File: src/rtl/rsg_pkg.sv
// Shared types for the repeated-start generator.
// Assumes nothing beyond a single clock domain for the logic that imports it.
package rsg_pkg;

    // Phase of the repeated-start sequence
    typedef enum logic [2:0] {
        ST_IDLE     = 3'd0,
        ST_SCL_DOWN = 3'd1,
        ST_SDA_UP   = 3'd2,
        ST_SCL_UP   = 3'd3,
        ST_BOTH_HI  = 3'd4,
        ST_SDA_DOWN = 3'd5
    } rsg_state_e;

endpackage

File: src/rtl/rsg_sync.sv
// Multi-flop synchronizer for the sampled bus line levels.
// Assumes the idle (reset) level of every line is high.
module rsg_sync #(
    parameter int WIDTH  = 2,
    parameter int STAGES = 2
) (
    input  logic             clk,
    input  logic             rst_n,
    input  logic [WIDTH-1:0] d,
    output logic [WIDTH-1:0] q
);
    localparam int CHAIN_W = WIDTH * STAGES;

    logic [CHAIN_W-1:0] chain;

    generate
        if (STAGES == 1) begin : g_single
            // Single-stage capture of the line levels
            always_ff @(posedge clk) begin
                if (!rst_n) chain <= '1;
                else        chain <= d;
            end
        end else begin : g_multi
            // Shift the line levels through the flop chain
            always_ff @(posedge clk) begin
                if (!rst_n) chain <= '1;
                else        chain <= {chain[CHAIN_W-WIDTH-1:0], d};
            end
        end
    endgenerate

    assign q = chain[CHAIN_W-1 -: WIDTH];
endmodule

File: src/rtl/rsg_baud.sv
// Reloadable down-counter timing one baud period.
// A load of N gives N+1 cycles up to the timeout. Loads below MIN_LOAD are raised.
// Assumes the caller looks at tout only in timed phases.
module rsg_baud #(
    parameter int W        = 7,
    parameter int MIN_LOAD = 2
) (
    input  logic         clk,
    input  logic         rst_n,
    input  logic         load,
    input  logic [W-1:0] load_val,
    output logic         tout
);
    localparam logic [W-1:0] MINV = W'(MIN_LOAD);

    logic [W-1:0] cnt;

    // Load with clamping, otherwise count down to zero and hold
    always_ff @(posedge clk) begin
        if (!rst_n)              cnt <= '0;
        else if (load)           cnt <= (load_val < MINV) ? MINV : load_val;
        else if (cnt != '0)      cnt <= cnt - 1'b1;
    end

    assign tout = (cnt == '0);
endmodule

File: src/rtl/rsg_top.sv
// I2C master repeated-start generator.
// Sequences SCL low, SDA release, SCL rise, both high, and SDA low. Each phase
// waits for the synchronized line level and is then timed by the baud counter.
// Checks for two bus collisions and refuses buffer and control writes while it runs.
// Assumes external pull-ups and an open-drain bus; outputs are pull-low enables.
module rsg_top
    import rsg_pkg::*;
#(
    parameter int CTRL_W      = 5,
    parameter int REQ_BIT     = 0,
    parameter int BRG_W       = 7,
    parameter int FIRST_W     = 6,
    parameter int MIN_LOAD    = 2,
    parameter int SYNC_STAGES = 2,
    parameter int DATA_W      = 8
) (
    input  logic              clk,
    input  logic              rst_n,
    input  logic              ctrl_wr,
    input  logic [CTRL_W-1:0] ctrl_wdata,
    output logic [CTRL_W-1:0] ctrl_q,
    input  logic              busy_other,
    input  logic [BRG_W-1:0]  reload,
    input  logic              buf_wr,
    input  logic [DATA_W-1:0] buf_wdata,
    output logic [DATA_W-1:0] buf_q,
    input  logic              scl_in,
    input  logic              sda_in,
    output logic              scl_pull,
    output logic              sda_pull,
    output logic              start_seen,
    output logic              irq,
    output logic              wcol,
    output logic              bus_coll
);
    localparam int PAD_W = BRG_W - FIRST_W;

    rsg_state_e        state, state_n;
    logic              scl_s, sda_s, sda_prev;
    logic              ld;
    logic [BRG_W-1:0]  ld_val;
    logic              tout;
    logic              scl_n, sda_n;
    logic              fin, coll, accept, idle;
    logic [1:0]        sync_q;

    rsg_sync #(.WIDTH(2), .STAGES(SYNC_STAGES)) u_sync (
        .clk   (clk),
        .rst_n (rst_n),
        .d     ({scl_in, sda_in}),
        .q     (sync_q)
    );
    assign scl_s = sync_q[1];
    assign sda_s = sync_q[0];

    rsg_baud #(.W(BRG_W), .MIN_LOAD(MIN_LOAD)) u_baud (
        .clk      (clk),
        .rst_n    (rst_n),
        .load     (ld),
        .load_val (ld_val),
        .tout     (tout)
    );

    assign idle   = (state == ST_IDLE);
    assign accept = idle && ctrl_wr && ctrl_wdata[REQ_BIT] && !busy_other;

    // Next phase, counter loads and line pulls for the sequence
    always_comb begin
        state_n = state;
        ld      = 1'b0;
        ld_val  = '0;
        scl_n   = scl_pull;
        sda_n   = sda_pull;
        fin     = 1'b0;
        coll    = 1'b0;
        case (state)
            ST_IDLE: begin
                if (accept) begin
                    state_n = ST_SCL_DOWN;
                    scl_n   = 1'b1;
                    sda_n   = 1'b0;
                end
            end
            ST_SCL_DOWN: begin
                if (!scl_s) begin
                    ld      = 1'b1;
                    ld_val  = {{PAD_W{1'b0}}, reload[FIRST_W-1:0]};
                    state_n = ST_SDA_UP;
                end
            end
            ST_SDA_UP: begin
                if (tout && sda_s) begin
                    scl_n   = 1'b0;
                    state_n = ST_SCL_UP;
                end
            end
            ST_SCL_UP: begin
                if (scl_s) begin
                    if (!sda_s) begin
                        coll = 1'b1;
                    end else begin
                        ld      = 1'b1;
                        ld_val  = reload;
                        state_n = ST_BOTH_HI;
                    end
                end
            end
            ST_BOTH_HI: begin
                if (!scl_s) begin
                    coll = 1'b1;
                end else if (tout) begin
                    sda_n   = 1'b1;
                    ld      = 1'b1;
                    ld_val  = reload;
                    state_n = ST_SDA_DOWN;
                end
            end
            ST_SDA_DOWN: begin
                if (!scl_s && sda_s) begin
                    coll = 1'b1;
                end else if (tout) begin
                    fin     = 1'b1;
                    state_n = ST_IDLE;
                end
            end
            default: state_n = ST_IDLE;
        endcase
        if (coll) begin
            state_n = ST_IDLE;
            scl_n   = 1'b0;
            sda_n   = 1'b0;
        end
    end

    // Sequence state and registered line pulls
    always_ff @(posedge clk) begin
        if (!rst_n) begin
            state    <= ST_IDLE;
            scl_pull <= 1'b0;
            sda_pull <= 1'b0;
        end else begin
            state    <= state_n;
            scl_pull <= scl_n;
            sda_pull <= sda_n;
        end
    end

    // Control register: written only while idle; the request bit self-clears
    always_ff @(posedge clk) begin
        if (!rst_n) begin
            ctrl_q <= '0;
        end else if (ctrl_wr && idle) begin
            ctrl_q          <= ctrl_wdata;
            ctrl_q[REQ_BIT] <= accept;
        end else if (fin || coll) begin
            ctrl_q[REQ_BIT] <= 1'b0;
        end
    end

    // Transmit buffer with write-collision flag
    always_ff @(posedge clk) begin
        if (!rst_n) begin
            buf_q <= '0;
            wcol  <= 1'b0;
        end else if (buf_wr) begin
            if (idle) begin
                buf_q <= buf_wdata;
                wcol  <= 1'b0;
            end else begin
                wcol  <= 1'b1;
            end
        end
    end

    // Completion, collision and start-detect status flags
    always_ff @(posedge clk) begin
        if (!rst_n) begin
            irq        <= 1'b0;
            bus_coll   <= 1'b0;
            start_seen <= 1'b0;
            sda_prev   <= 1'b1;
        end else begin
            sda_prev <= sda_s;
            if (accept) begin
                irq        <= 1'b0;
                bus_coll   <= 1'b0;
                start_seen <= 1'b0;
            end else begin
                if (fin)                            irq        <= 1'b1;
                if (coll)                           bus_coll   <= 1'b1;
                if (scl_s && sda_prev && !sda_s)    start_seen <= 1'b1;
            end
        end
    end
endmodule

File: config.mk
export PLATFORM = sky130hd
export DESIGN_NAME = rsg_top
export DESIGN_NICKNAME = d
export VERILOG_FILES = /design/src/rtl/rsg_pkg.sv /design/src/rtl/rsg_sync.sv /design/src/rtl/rsg_baud.sv /design/src/rtl/rsg_top.sv
export SDC_FILE = /design/constraint.sdc
export NUM_CORES = 1
export LEC_CHECK = 0
export BUFFER_PORTS_ARGS = -buffer_cell sky130_fd_sc_hd__buf_2
export CELL_PAD_IN_SITES_DETAIL_PLACEMENT = 2
export CELL_PAD_IN_SITES_GLOBAL_PLACEMENT = 2
export CORE_UTILIZATION = 30
export DETAILED_ROUTE_END_ITERATION = 10
export GPL_TIMING_DRIVEN = 0
export PLACE_DENSITY_LB_ADDON = 0.1
export RECOVER_POWER = 50
export SLEW_MARGIN = 20
export SYNTH_ARGS = -nofsm -noshare
export SYNTH_HDL_FRONTEND = slang
export SYNTH_SLANG_ARGS = --single-unit
File: constraint.sdc
create_clock -name clk -period 2.02 [get_ports clk]
set_clock_uncertainty 0.05 [all_clocks]
set_input_delay 0 -clock clk [delete_from_list [all_inputs] [get_ports clk]]
set_output_delay 0 -clock clk [all_outputs]
set_load 0.005 [all_outputs]
# Word level (Yosys, flattened, before mapping)
# Cells that the tools add are included.
word_totals:
  reg_bits: 34
  input_bits: 27
  output_inout_bits: 19
  word_cells: 95
classes:
  add_sub_neg: 1
  order_cmp: 1
  eq_ne: 14
  muxes: 41
  bitwise: 1
  reduce_logical: 24
op_table:
  columns: ["operator", "count"]
  rows:
  - ["$mux 7", 7]
  - ["$mux 3", 9]
  - ["$pmux 7 s3", 1]
  - ["$mux 1", 18]
  - ["$pmux 3 s6", 1]
  - ["$ne 2x2->1 const B", 6]
  - ["$reduce_and 9->1", 1]
  - ["$reduce_bool 2->1", 4]
  - ["$logic_and 1x1->1", 7]
  - ["$logic_not 7->1", 1]
  - ["$lt 7x2->1 const B", 1]
  - ["$reduce_bool 7->1", 1]
  - ["$sub 7x1->7 const B", 1]
  - ["$eq 3x2->1 const B", 2]
  - ["$eq 3x3->1 const B", 2]
  - ["$mux 6", 1]
  - ["$ne 2x1->1 const B", 3]
  - ["$pmux 1 s3", 2]
  - ["$pmux 1 s2", 2]
  - ["$reduce_and 4->1", 1]
  - ["$reduce_or 2->1", 2]
  - ["$eq 3x1->1 const B", 1]
  - ["$logic_not 1->1", 3]
  - ["$logic_not 3->1", 1]
  - ["4 further kinds", 4]

# Depth between registers and ports, before layout
# Gate-level depths: netlist of the first run.
logic_depth:
  depth_word: 7
  depth_mapped: 7
  mapped_depth_nobuf: 7

# Modules after synthesis
# From an unflattened synthesis of the first run, not the netlist that was laid out.
hier_totals:
  cells_unflattened: 202
  area_unflattened_um2: 1674.1
modules_own_cells:
  columns: ["mod", "instances", "cells_per_inst", "area_each_um2", "seq_area_each_um2"]
  rows:
  - ["rsg_top", 1, 135, 1104.8, 460.4]
  - ["rsg_baud", 1, 57, 449.2, 140.1]
  - ["rsg_sync", 1, 10, 120.1, 80.1]

# Worst setup path before layout of the first run
# No wires, ideal clock.
synth_timing:
  kind: "register -> register"
  from: "register u_baud.cnt[0]"
  to: "register u_baud.cnt[2]"
  arrival_ns: 1.536
  required_ns: 1.856
  slack_ns: 0.319
  path_stages_with_launch: 8
  path_buffers: 0
  period_less_slack_ns: 1.701
  cell_sequence: "dfxtp_1 -> inv_1 -> ha_1 -> nor3b_4 -> nand2_1 -> o31ai_4 -> mux2i_1 -> nor2_1"
synth_between:
  elab_chain_cells: 7
synth_lines:
  columns: ["element", "line_no", "rtl"]
  rows:
  - ["start, declared", "rsg_baud.sv:16", "logic [W-1:0] cnt;"]
  - ["start signal, assigned", "rsg_baud.sv:21", "else if (load) cnt <= (load_val < MINV) ? MINV : load_val;"]
  - ["start signal, assigned", "rsg_baud.sv:22", "else if (cnt != '0) cnt <= cnt - 1'b1;"]
  - ["$logic_not 7->1", "rsg_baud.sv:25", "assign tout = (cnt == '0);"]
  - ["$mux 7", "rsg_top.sv:111", "end else if (tout) begin"]
  - ["$mux 7", "rsg_top.sv:109", "if (!scl_s) begin"]
  - ["$pmux 7 s3", "rsg_top.sv:76", "case (state)"]
  - ["$lt 7x2->1", "rsg_baud.sv:21", null]
  - ["$mux 7 (2 in series)", "rsg_baud.sv:21", null]
# Several ways; a longest one is shown, not always the timed one. The select of a mux whose other input is x is not followed.
# A chain may end at the register's enable or synchronous reset.

# Worst setup path in the final report of the first run
layout_timing:
  from: "register u_baud.cnt[1]"
  to: "register u_baud.cnt[2]"
# Same word-level chain as after synthesis.

==> results of run 1 <==
area by class of cell:
cell class | instances | area share, %
Timing Repair Buffer | 71 | 20.1
Multi-Input combinational cell | 141 | 40.3
Inverter | 5 | 0.795
Clock buffer | 7 | 3.66
Sequential cell | 34 | 28.9
Buffer | 10 | 2.28
Tap cell | 70 | 3.71
Clock inverter | 1 | 0.212
repair_timing:
action,4_1_cts,5_1_grt
gates resized for setup,0,6
hold endpoints to repair,21,0
buffers inserted,2,4
endpoints found under the setup margin,7,17
hold buffers,21,0
pin swaps,2,2
final timing paths:
path	startpoint	end	slack, ns	cells after the start
max	u_baud.cnt[1]$_SDFFE_PN0P_	u_baud.cnt[2]$_SDFFE_PN0P_	0.08	8
max reg2reg	u_baud.cnt[1]$_SDFFE_PN0P_	u_baud.cnt[2]$_SDFFE_PN0P_	0.08	8
min	rst_n	u_sync.chain[3]$_SDFF_PN1_	0.06	2
min reg2reg	u_sync.chain[1]$_SDFF_PN1_	u_sync.chain[3]$_SDFF_PN1_	0.36	1
per-layer routing:
metal | vias up | track usage (%) | share of wire (%)
met5 | - | 0 | 0
met4 | 0 | 5.85 | 0.77
met3 | 5 | 3.45 | 2.9
met2 | 32 | 39.5 | 54
met1 | 846 | 23.1 | 43
li1 | 817 | - | -
power groups by stage:
| stage | clock network, µW | registers, µW | logic (µW) |
|---|---|---|---|
| detailed placement | 0 | 923 | 1130 |
| CTS | 543 | 907 | 1200 |
| floorplan | 0 | 902 | 805 |
| global route | 565 | 936 | 1430 |
| finish | 526 | 919 | 1300 |
| global placement | 0 | 910 | 1060 |
kinds of logic (layout without fill, tap and decap cells):
family / Yosys count / in the layout
adders and majority gates: 2 / 2
xor gates and xnor gates: 5 / 5
and+or+nand+nor: 88 / 88
AOI/OAI and AO/OA: 39 / 39
buffers and inverters: 15 / 94
muxes: 7 / 7
DFF: 34 / 34
registers in the layout, indices dropped and copies added, names as in the netlist:
name	cells
irq	1
bus_coll	1
u_sync.chain	4
sda_pull	1
sda_prev	1
u_baud.cnt	7
scl_pull	1
state	3
start_seen	1
wcol	1
buf_q	8
ctrl_q	5
per-stage QoR:
step	hold slack (ns)	utilization (%)
floorplan	0.0515	-
global placement	0.133	37.9
finish	0.0640	44.8
CTS	0.0722	44.1
global route	0.102	44.8
detailed placement	0.144	37.9
placed cells by master, fill, tap and decap left out, types with 4 or more instances in the layout:
cell type and n:
buf_2 37, dfxtp_1 33, nand2_1 27, dlygate4sd3_1 21
nor2_1 17, clkbuf_1 14, a21boi_0 10, mux2i_1 7
nand3_1 7, nand2b_1 7, buf_4 6, clkbuf_8 6
nor2b_1 5, a21oi_1 5, inv_1 4, nor3_1 4
o21ai_0 4, xor2_1 4
==> reports/results.tsv, run 1 <==
stage	metric	value	unit
synth	netlist_instances	190	
timing	setup-violations-final	0	
worst_setup_path	path_cells	inv_1 -> ha_1 -> nor3b_4 -> nand2_2 -> o31ai_4 -> buf_12 -> mux2i_1 -> nor2_1	
worst_setup_path	crit_buf_inv	2	
synth	yosysWarnings	0	
finish	antenna_cells	0	
min_path	hold_path.class	in2reg	
timing	hold_viol_final	0	
finish	fin_cells	339	
synth	synthAdderAreaFrac	1.48	%
timing	worst_slew_pin_slew	0.530	ns
finish	multi_input_area	951	µm²
job	cap_violations	0	
synth	yosys-top-cells-count	dfxtp_1 (34), nand2_1 (28), nor2_1 (17)	
worst_setup_path	crit_required	2.15	ns
finish	seqCellArea	682	µm²
clocking	cts_tree	yes	
pwr	pwr-share-seq	33.4	%
global_route	grt_pass1_vias	1926	
place	dp_cells	304	
synth	synth.most_common_cell	dfxtp_1	
place	pre_cts_ws	-0.0556	ns
clocking	path_clk_slew	0.07	ns
synth	syn_nets	219	
timing	slew_viol_final	0	
worst_setup_path	start_kind	flip-flop	
synth	syn-mean-instance-area	8.88	µm²
synth	synth_compound_area_share	17.7	%
timing	min_period	1.94	ns
clocking	clockBufferDepth	2	
floorplan	coreArea	5270	µm²
synth	synth_area_leaders	dfxtp_1 (40%), nand2_1 (6.2%), a21boi_0 (4.4%)	
global_route	grt_usage	20.6	%
route	vias	1700	
synth	ys_ff_latch	34	
route	antenna_left	0	
route	drt_iter0_drc	70	
global_route	grt_pass1_wl	9.55	mm
synth	yosysTopAreaCellShare	40.3	%
floorplan	top_level_ports	46	
pwr	fin_total_pwr	2750	µW
timing	layout_setup_ws	0.0827	ns
synth	synthMuxAreaShare	4.15	%
synth	synth_xor_area_share	2.59	%
finish	fillers	624	
route	avgRoutedWirePerCell	17.7	µm
finish	final_cell_area	2360	µm²
synth	yosys.cell_types.count	52	
floorplan	floorplan.initialDensity	32.0	%
worst_setup_path	cp-end-kind	flip-flop	
pwr	p_int	1670	µW
clocking	cts_sinks	34	
synth	synth_area	1690	µm²
worst_setup_path	crit_path_max_incr_delay	0.33	ns
outcome	status	finished clean	
pwr	clockPowerShare	19.1	%
worst_setup_path	cp_max_fo	7	
place	gp_routability_congestion	0.807	
finish	drive_above_1_share	24.2	%
timing	fin_tns_setup	0	ns
synth	synth_seq_area_share	40.3	%
global_route	grt_max_degree	11	
synth	synth_flop_cell	dfxtp_1	
clocking	cts.htree.levels	2	
worst_setup_path	critPathArrivalTime	2.06	ns
place	dpl.hpwl	3.88	mm
synth	synth_simple_gate_area_share	29.4	%
global_route	antenna_found_initial	0	
pwr	p_leak	0.00101	µW
floorplan	rows	26	
pwr	switching_share	39.3	%
route	drt_wl_total	6.00	mm
floorplan	dieArea	5930	µm²
synth	synth_edf_count	0	
synth	yosysTopAreaCell	dfxtp_1	
route	drtPass1Iterations	4	
worst_setup_path	path_delay_family	simple AND/OR/NAND/NOR gates	
synth	synth_top_family_by_area	simple AND/OR/NAND/NOR gates	
route	drt-vias-per-instance	5.01	
timing	maxSlewHeadroom	64.1	%
synth	async_reset_ff_share	0	%
pwr	p_per_area	1170	nW/µm²
global_route	grt-ovfl-total	0	
pwr	ir_drop	440	µV
place	postPlaceCellArea	2000	µm²
finish	areaGrowthSynthToFinish	39.8	%
place	io_buffer_count	44	
worst_setup_path	critPathKind	reg2reg	
clocking	clk_latency	0.28	ns
finish	num-nets-final	297	
floorplan	die_y	77.0	µm
timing	timing.fmax	516	MHz
timing	final.period_utilization	95.9	%
pwr	comb_power_share	47.4	%
clocking	clockRootBuffer	clkbuf_8	
floorplan	die_x	77.0	µm
worst_setup_path	slowest_stage	dfxtp_1	
route	drc	0	
clocking	numCtsBuffers	5	
pwr	p_sw	1080	µW
Power figures use the tool's default switching activity.
==> run 2, diff against run 1 <==
--- a/config.mk
+++ b/config.mk
@@ -11,7 +11,7 @@
 export CORE_UTILIZATION = 30
 export DETAILED_ROUTE_END_ITERATION = 10
 export GPL_TIMING_DRIVEN = 0
-export PLACE_DENSITY_LB_ADDON = 0.1
+export PLACE_DENSITY = 0.84
 export RECOVER_POWER = 50
 export SLEW_MARGIN = 20
 export SYNTH_ARGS = -nofsm -noshare
==> run 2 against run 1 <==
Compared with the run above:
- clock power about the same
- critical endpoint is now u_baud.cnt[3]$_SDFFE_PN0P_
- die area unchanged
- critical path type unchanged
- critical path depth unchanged
- largest power group unchanged
- count of clock-buffer cells in the layout unchanged
==> reports/results.tsv, run 2 (synthesized netlist as in run 1, its figures left out) <==
stage	metric	value	unit	change
route	drc	0		unchanged
route	route.met2.wl	2.96	mm	-8.2%
worst_setup_path	cp_max_fo	5		-2
finish	final_cell_area	2330	µm²	-1.2%
finish	drive_above_1_share	23.7	%	-0.48 points
global_route	grt_usage	20.2	%	-0.45 points
min_path	worstHoldEndpoint	u_sync.chain[0]$_SDFF_PN1_		
place	postPlaceCellArea	2000	µm²	unchanged
clocking	cts_tree	yes		
pwr	clockPowerShare	19.9	%	+0.8 points
outcome	status	finished clean		
worst_setup_path	r2r_end	u_baud.cnt[3]$_SDFFE_PN0P_		
finish	final_core_util	44.2	%	-0.55 points
timing	setup-violations-final	0		unchanged
global_route	antenna_found_initial	0		unchanged
pwr	p_int	1610	µW	-3.6%
clocking	numCtsBuffers	5		unchanged
clocking	clk_latency	0.29	ns	about the same
finish	seqCellArea	681	µm²	-0.18%
global_route	grt_pass1_wl	9.09	mm	-4.8%
place	pre_cts_ws	-0.0272	ns	+0.0284 ns
pwr	comb_power_share	45.9	%	-1.5 points
floorplan	die_x	77.0	µm	unchanged
pwr	pwr-share-seq	34.2	%	+0.8 points
global_route	grt_pass1_vias	1816		-5.7%
worst_setup_path	reg2reg_slack	0.11	ns	+0.03 ns
route	met3_length	232	µm	+35%
min_path	min_from	rst_n		
pwr	ir_drop	531	µV	+21%
route	drtPass1Iterations	4		unchanged
timing	maxSlewHeadroom	62.3	%	-1.7 points
global_route	grt-ovfl-total	0		unchanged
floorplan	top_level_ports	46		unchanged
finish	multi_input_area	951	µm²	unchanged
worst_setup_path	cp-end-kind	flip-flop		
route	drt_wl_total	5.77	mm	-3.9%
finish	areaGrowthSynthToFinish	38.1	%	
route	avgRoutedWirePerCell	17.2	µm	-3.1%
worst_setup_path	r2r_cells	8		unchanged
pwr	switching_share	39.4	%	+0.14 points
place	dpl.hpwl	3.71	mm	-4.3%
clocking	cts.htree.levels	2		unchanged
finish	fillers	619		-0.80%
finish	largest_reg_flops	8		unchanged
finish	most-common-layout-cells	buf_2 (40), dfxtp_1 (34), nand2_1 (27), dlygate4sd3_1 (21), nor2_1 (17)		
clocking	clockRootBuffer	clkbuf_8		
global_route	grt_max_degree	11		unchanged
timing	timing.fmax	523	MHz	+1.4%
pwr	p_sw	1050	µW	-3.0%
route	vias	1681		-1.1%
pwr	p_per_area	1140	nW/µm²	-2.2%
route	met1Wirelength	2.42	mm	-5.4%
clocking	path_clk_slew	0.07	ns	about the same
job	cap_violations	0		unchanged
pwr	p_leak	0.00101	µW	-0.23%
finish	final_common_cell	buf_2		
route	antenna_left	0		unchanged
finish	num-nets-final	294		-1.0%
finish	reg_top3	buf_q x8, u_baud.cnt x7, ctrl_q x5		
timing	hold_viol_final	0		unchanged
worst_setup_path	start_kind	flip-flop		
place	gp_routability_congestion	0.792		-1.9%
timing	min_period	1.91	ns	-0.0259 ns
timing	slew_viol_final	0		unchanged
finish	largest_register	buf_q		
worst_setup_path	r2r-start	u_baud.cnt[0]$_SDFFE_PN0P_		
finish	antenna_cells	0		unchanged
worst_setup_path	crit_required	2.15	ns	about the same
floorplan	die_y	77.0	µm	unchanged
timing	rsz0062_at_grt	true		
clocking	cts_sinks	34		unchanged
route	drt-vias-per-instance	5.00		-0.23%
floorplan	floorplan.initialDensity	32.0	%	unchanged
place	io_buffer_count	44		unchanged
floorplan	dieArea	5930	µm²	unchanged
worst_setup_path	critPathArrivalTime	2.04	ns	-0.02 ns
floorplan	rows	26		unchanged
route	top_layer_used	met4		
min_path	hold_path.class	in2reg		
route	drt_iter0_drc	77		+10%
timing	final.period_utilization	94.6	%	-1.3 points
pwr	fin_total_pwr	2660	µW	-3.4%
min_path	whs_path_depth	2		unchanged
timing	fin_tns_setup	0	ns	unchanged
timing	layout_setup_ws	0.109	ns	+0.0259 ns
clocking	clockBufferDepth	2		unchanged
floorplan	coreArea	5270	µm²	unchanged
timing	worst_slew_pin_slew	0.556	ns	+0.0258 ns
worst_setup_path	critPathKind	reg2reg		
run 2: changes by cell type in the layout (fill, tap and decap cells not counted):
cell      previous run  this run
inv_2                1         0
buf_1                1         0
inv_1                4         5
buf_12               1         0
buf_2               37        40
dfxtp_2              1         0
buf_4                6         3
buf_6                1         2
dfxtp_1             33        34
clkbuf_1            14        12
run 2: area by class of cell:
type	count	area share, %
Sequential cell	34	29.2
Inverter	5	0.805
Clock buffer	7	3.70
Clock inverter	1	0.215
Tap cell	70	3.76
Multi-Input combinational cell	141	40.8
Buffer	10	2.31
Timing Repair Buffer	68	19.2
run 2: critical path, cell delays in order (launching register included):
cell and delay (ns):
dfxtp_1 0.34, inv_1 0.10, ha_1 0.19, nor3b_4 0.33, nand2_2 0.17, o31ai_4 0.23
buf_6 0.15, mux2i_1 0.19, nor2_1 0.06
run 2: how the worst max path moves through the flow:
stage	from	end	slack, ns
global placement	u_baud.cnt[0]$_SDFFE_PN0P_	u_baud.cnt[3]$_SDFFE_PN0P_	0.004
CTS	state[0]$_SDFFE_PP0P_	state[0]$_SDFFE_PP0P_	0.01
detailed placement	u_baud.cnt[0]$_SDFFE_PN0P_	u_baud.cnt[3]$_SDFFE_PN0P_	-0.03
global route	u_baud.cnt[0]$_SDFFE_PN0P_	state[0]$_SDFFE_PP0P_	-0.02
finish	u_baud.cnt[0]$_SDFFE_PN0P_	u_baud.cnt[3]$_SDFFE_PN0P_	0.11
floorplan	u_baud.cnt[0]$_SDFFE_PN0P_	u_baud.cnt[2]$_SDFFE_PN0P_	0.32
run 2: power by group through the flow:
stage          registers, µW  clock network (µW)  logic, µW
6_report                 909                 529       1220
5_1_grt                  922                 569       1340
4_1_cts                  908                 539       1170
3_5_place_dp             921                   0       1120
3_3_place_gp             913                   0       1070
2_1_floorplan            902                   0        805
run 2: stage by stage:
step	std cells	hold WS [ns]
floorplan	190	0.0515
global placement	304	0.132
detailed placement	304	0.138
CTS	335	0.0602
global route	336	0.0743
finish	336	0.0728
run 2: per-layer routing:
layer  global-route usage (%)  vias up
met5                        0        -
met4                     7.36        0
met3                     4.52       12
met2                     37.1       45
met1                     22.5      811
li1                         -      813
run 2: timing repair:
item | 4_1_cts | 5_1_grt
buffers inserted | 2 | 1
pin swaps | 1 | 1
hold buffers | 21 | 0
hold endpoints to repair | 21 | 0
gates resized for setup | 0 | 5
setup endpoints to repair | 5 | 10
==> run 3, diff against run 2 <==
--- a/config.mk
+++ b/config.mk
@@ -8,10 +8,10 @@
 export BUFFER_PORTS_ARGS = -buffer_cell sky130_fd_sc_hd__buf_2
 export CELL_PAD_IN_SITES_DETAIL_PLACEMENT = 2
 export CELL_PAD_IN_SITES_GLOBAL_PLACEMENT = 2
-export CORE_UTILIZATION = 30
+export CORE_UTILIZATION = 32
 export DETAILED_ROUTE_END_ITERATION = 10
 export GPL_TIMING_DRIVEN = 0
-export PLACE_DENSITY = 0.84
+export PLACE_DENSITY = 0.88
 export RECOVER_POWER = 50
 export SLEW_MARGIN = 20
 export SYNTH_ARGS = -nofsm -noshare
==> constraint.sdc (replaced) <==
create_clock -name clk -period 2.3 [get_ports clk]
set_clock_uncertainty 0.05 [all_clocks]
set_input_delay 0 -clock clk [delete_from_list [all_inputs] [get_ports clk]]
set_output_delay 0 -clock clk [all_outputs]
set_load 0.005 [all_outputs]
==> run 3 against run 2 <==
Compared with the run above:
- first-iteration DRC count decreased by 2.6%
- non-clock buffer count shrank 3
- combinational power is 9% lower
- critical path type unchanged
- worst hold slack improved by 0.029 ns
- clock power shrank 7.6%
- sequential power is 10% lower
- largest power group unchanged
- worst setup slack improved by 0.079 ns
- sequential share of layout area is 0.64 points higher
==> reports/results.tsv, run 3 (synthesized netlist as in run 1, its figures left out) <==
stage	metric	value	unit	change
clocking	clk_latency	0.30	ns	about the same
place	dp_cells	304		unchanged
clocking	cts_resized	0		unchanged
clocking	cts.htree.levels	2		unchanged
worst_setup_path	critPathKind	reg2reg		
global_route	antenna_found_initial	0		unchanged
min_path	whs_path_depth	3		+1
timing	maxSlewHeadroom	35.9	%	-26 points
finish	fin_cells	333		-0.89%
route	drc	0		unchanged
pwr	p_per_area	1060	nW/µm²	-7.0%
worst_setup_path	cp_max_fo	7		+2
global_route	grt_pass1_vias	2007		+11%
global_route	grt_pass1_wl	11.2	mm	+23%
route	drt_iter0_drc	75		-2.6%
pwr	ir_drop	480	µV	-9.7%
floorplan	dieArea	5570	µm²	-6.1%
floorplan	top_level_ports	46		unchanged
clocking	clockBufferDepth	2		unchanged
worst_setup_path	crit_cells	7		-1
timing	fin_tns_setup	0	ns	unchanged
clocking	cts_sinks	34		unchanged
finish	num-nets-final	291		-1.0%
floorplan	die_y	74.6	µm	-3.1%
place	gp_routability_congestion	0.754		-4.8%
global_route	grt_usage	28.4	%	+8.2 points
worst_setup_path	crit_required	2.44	ns	+0.29 ns
route	antenna_left	0		unchanged
worst_setup_path	cp-end-kind	flip-flop		
timing	rsz0062_at_grt	false		
global_route	grt_max_degree	11		unchanged
timing	hold_viol_final	0		unchanged
timing	worst_slew_pin_slew	0.959	ns	+0.403 ns
finish	reg_top3	buf_q x8, u_baud.cnt x7, ctrl_q x5		
route	avgRoutedWirePerCell	21.7	µm	+27%
floorplan	die_x	74.6	µm	-3.1%
timing	slew_viol_final	0		unchanged
floorplan	rows	26		unchanged
finish	most-common-layout-cells	buf_2 (35), dfxtp_1 (34), nand2_1 (28), dlygate4sd3_1 (21), clkbuf_1 (18)		
clocking	clockRootBuffer	clkbuf_8		
finish	final_core_util	44.7	%	+0.43 points
route	drt-vias-per-instance	5.26		+5.1%
finish	final_common_cell	buf_2		
place	dpl.hpwl	3.57	mm	-3.9%
route	drtPass1Iterations	4		unchanged
timing	final.period_utilization	91.9	%	-2.8 points
worst_setup_path	critPathArrivalTime	2.26	ns	+0.22 ns
finish	drive_above_1_share	19.8	%	-3.9 points
worst_setup_path	path_cells	inv_1 -> ha_1 -> nor3b_4 -> nand2_1 -> o31ai_4 -> mux2i_1 -> nor2_1		
worst_setup_path	slowest_stage	o31ai_4		
clocking	numCtsBuffers	5		unchanged
place	io_buffer_count	44		unchanged
timing	layout_setup_ws	0.187	ns	+0.0786 ns
place	pre_cts_ws	0.212	ns	+0.239 ns
worst_setup_path	start_kind	flip-flop		
timing	hold_ws	0.102	ns	+0.0290 ns
finish	fillers	554		-11%
finish	seqCellArea	681	µm²	unchanged
finish	largest_register	buf_q		
timing	min_period	2.11	ns	+0.201 ns
finish	areaGrowthSynthToFinish	35.1	%	
worst_setup_path	crit_buf_inv	1		-1
job	cap_violations	0		unchanged
worst_setup_path	crit_path_max_incr_delay	0.43	ns	+0.09 ns
worst_setup_path	path_delay_family	simple AND/OR/NAND/NOR gates		
global_route	grt-ovfl-total	0		unchanged
floorplan	coreArea	5110	µm²	-3.1%
clocking	cts_tree	yes		
pwr	p_leak	0.000960	µW	-4.7%
finish	largest_reg_flops	8		unchanged
worst_setup_path	r2r_cells	7		-1
min_path	hold_path.class	in2reg		
floorplan	floorplan.initialDensity	33.0	%	+1.0 points
outcome	status	finished clean		
timing	setup-violations-final	0		unchanged
route	drt_wl_total	7.23	mm	+25%
clocking	path_clk_slew	0.08	ns	about the same
finish	antenna_cells	0		unchanged
finish	multi_input_area	935	µm²	-1.7%
timing	timing.fmax	473	MHz	-9.5%
route	vias	1751		+4.2%
-- run 3: cell types whose count changed in the layout (fill, tap and decap cells not counted), sizes merged --
cell | before | now
clkbuf | 19 | 24
buf | 45 | 37
-- run 3: per-stage QoR --
step                      instance area [µm²]  power (µW)
after floorplan                          1690        1500
after global placement                   2000        1730
after detailed placement                 2000        1770
after CTS                                2300        2320
after global routing                     2280        2530
final                                    2280        2420
-- run 3: timing repair --
item                                   4_1_cts  5_1_grt
setup buffers                                0        0
setup endpoints to repair                    0        1
endpoints found under the hold margin       21        0
hold buffers                                21        0
-- run 3: power breakdown --
group / internal (µW) / leakage, µW / switching, µW / total [µW]
combinational: 438 / 0.000633 / 676 / 1110
sequential: 701 / 0.000279 / 114 / 815
clock: 242 / 0.0000482 / 247 / 489
-- run 3: final timing paths --
path | startpoint | end | slack (ns)
setup / recovery | u_baud.cnt[0]$_SDFFE_PN0P_ | u_baud.cnt[3]$_SDFFE_PN0P_ | 0.19
hold / removal | ctrl_wdata[0] | sda_pull$_SDFFE_PP0P_ | 0.10
hold reg to reg | u_sync.chain[0]$_SDFF_PN1_ | u_sync.chain[2]$_SDFF_PN1_ | 0.37
setup reg to reg | u_baud.cnt[0]$_SDFFE_PN0P_ | u_baud.cnt[3]$_SDFFE_PN0P_ | 0.19
-- run 3: routing by layer --
layer	global-route usage (%)	up-vias	routed length, µm
li1	-	804	-
met2	47.8	59	3680
met4	16.4	0	255
met5	0	-	0
met1	32.9	866	2980
met3	6.83	22	326
-- run 3: worst reg2reg max path: cells and delay by family (launching register included) --
| family | cells | cell delay [ns] |
|---|---|---|
| multiplexers | 1 | 0.28 |
| adder cells (fa/ha/maj) | 1 | 0.16 |
| buffers and inverters | 1 | 0.11 |
| flip-flops | 1 | 0.35 |
| AND/OR/NAND/NOR | 3 | 0.63 |
| AO/OA/AOI/OAI | 1 | 0.43 |
-- run 3: layout make-up --
class	count	area share, %
plain buffers	10	2.30
clock buffers	7	3.78
clock inverters	1	0.219
inverters	5	0.823
multi-input cells	141	41.0
flip-flops and latches	34	29.8
well taps	70	3.84
repair buffers	65	18.2
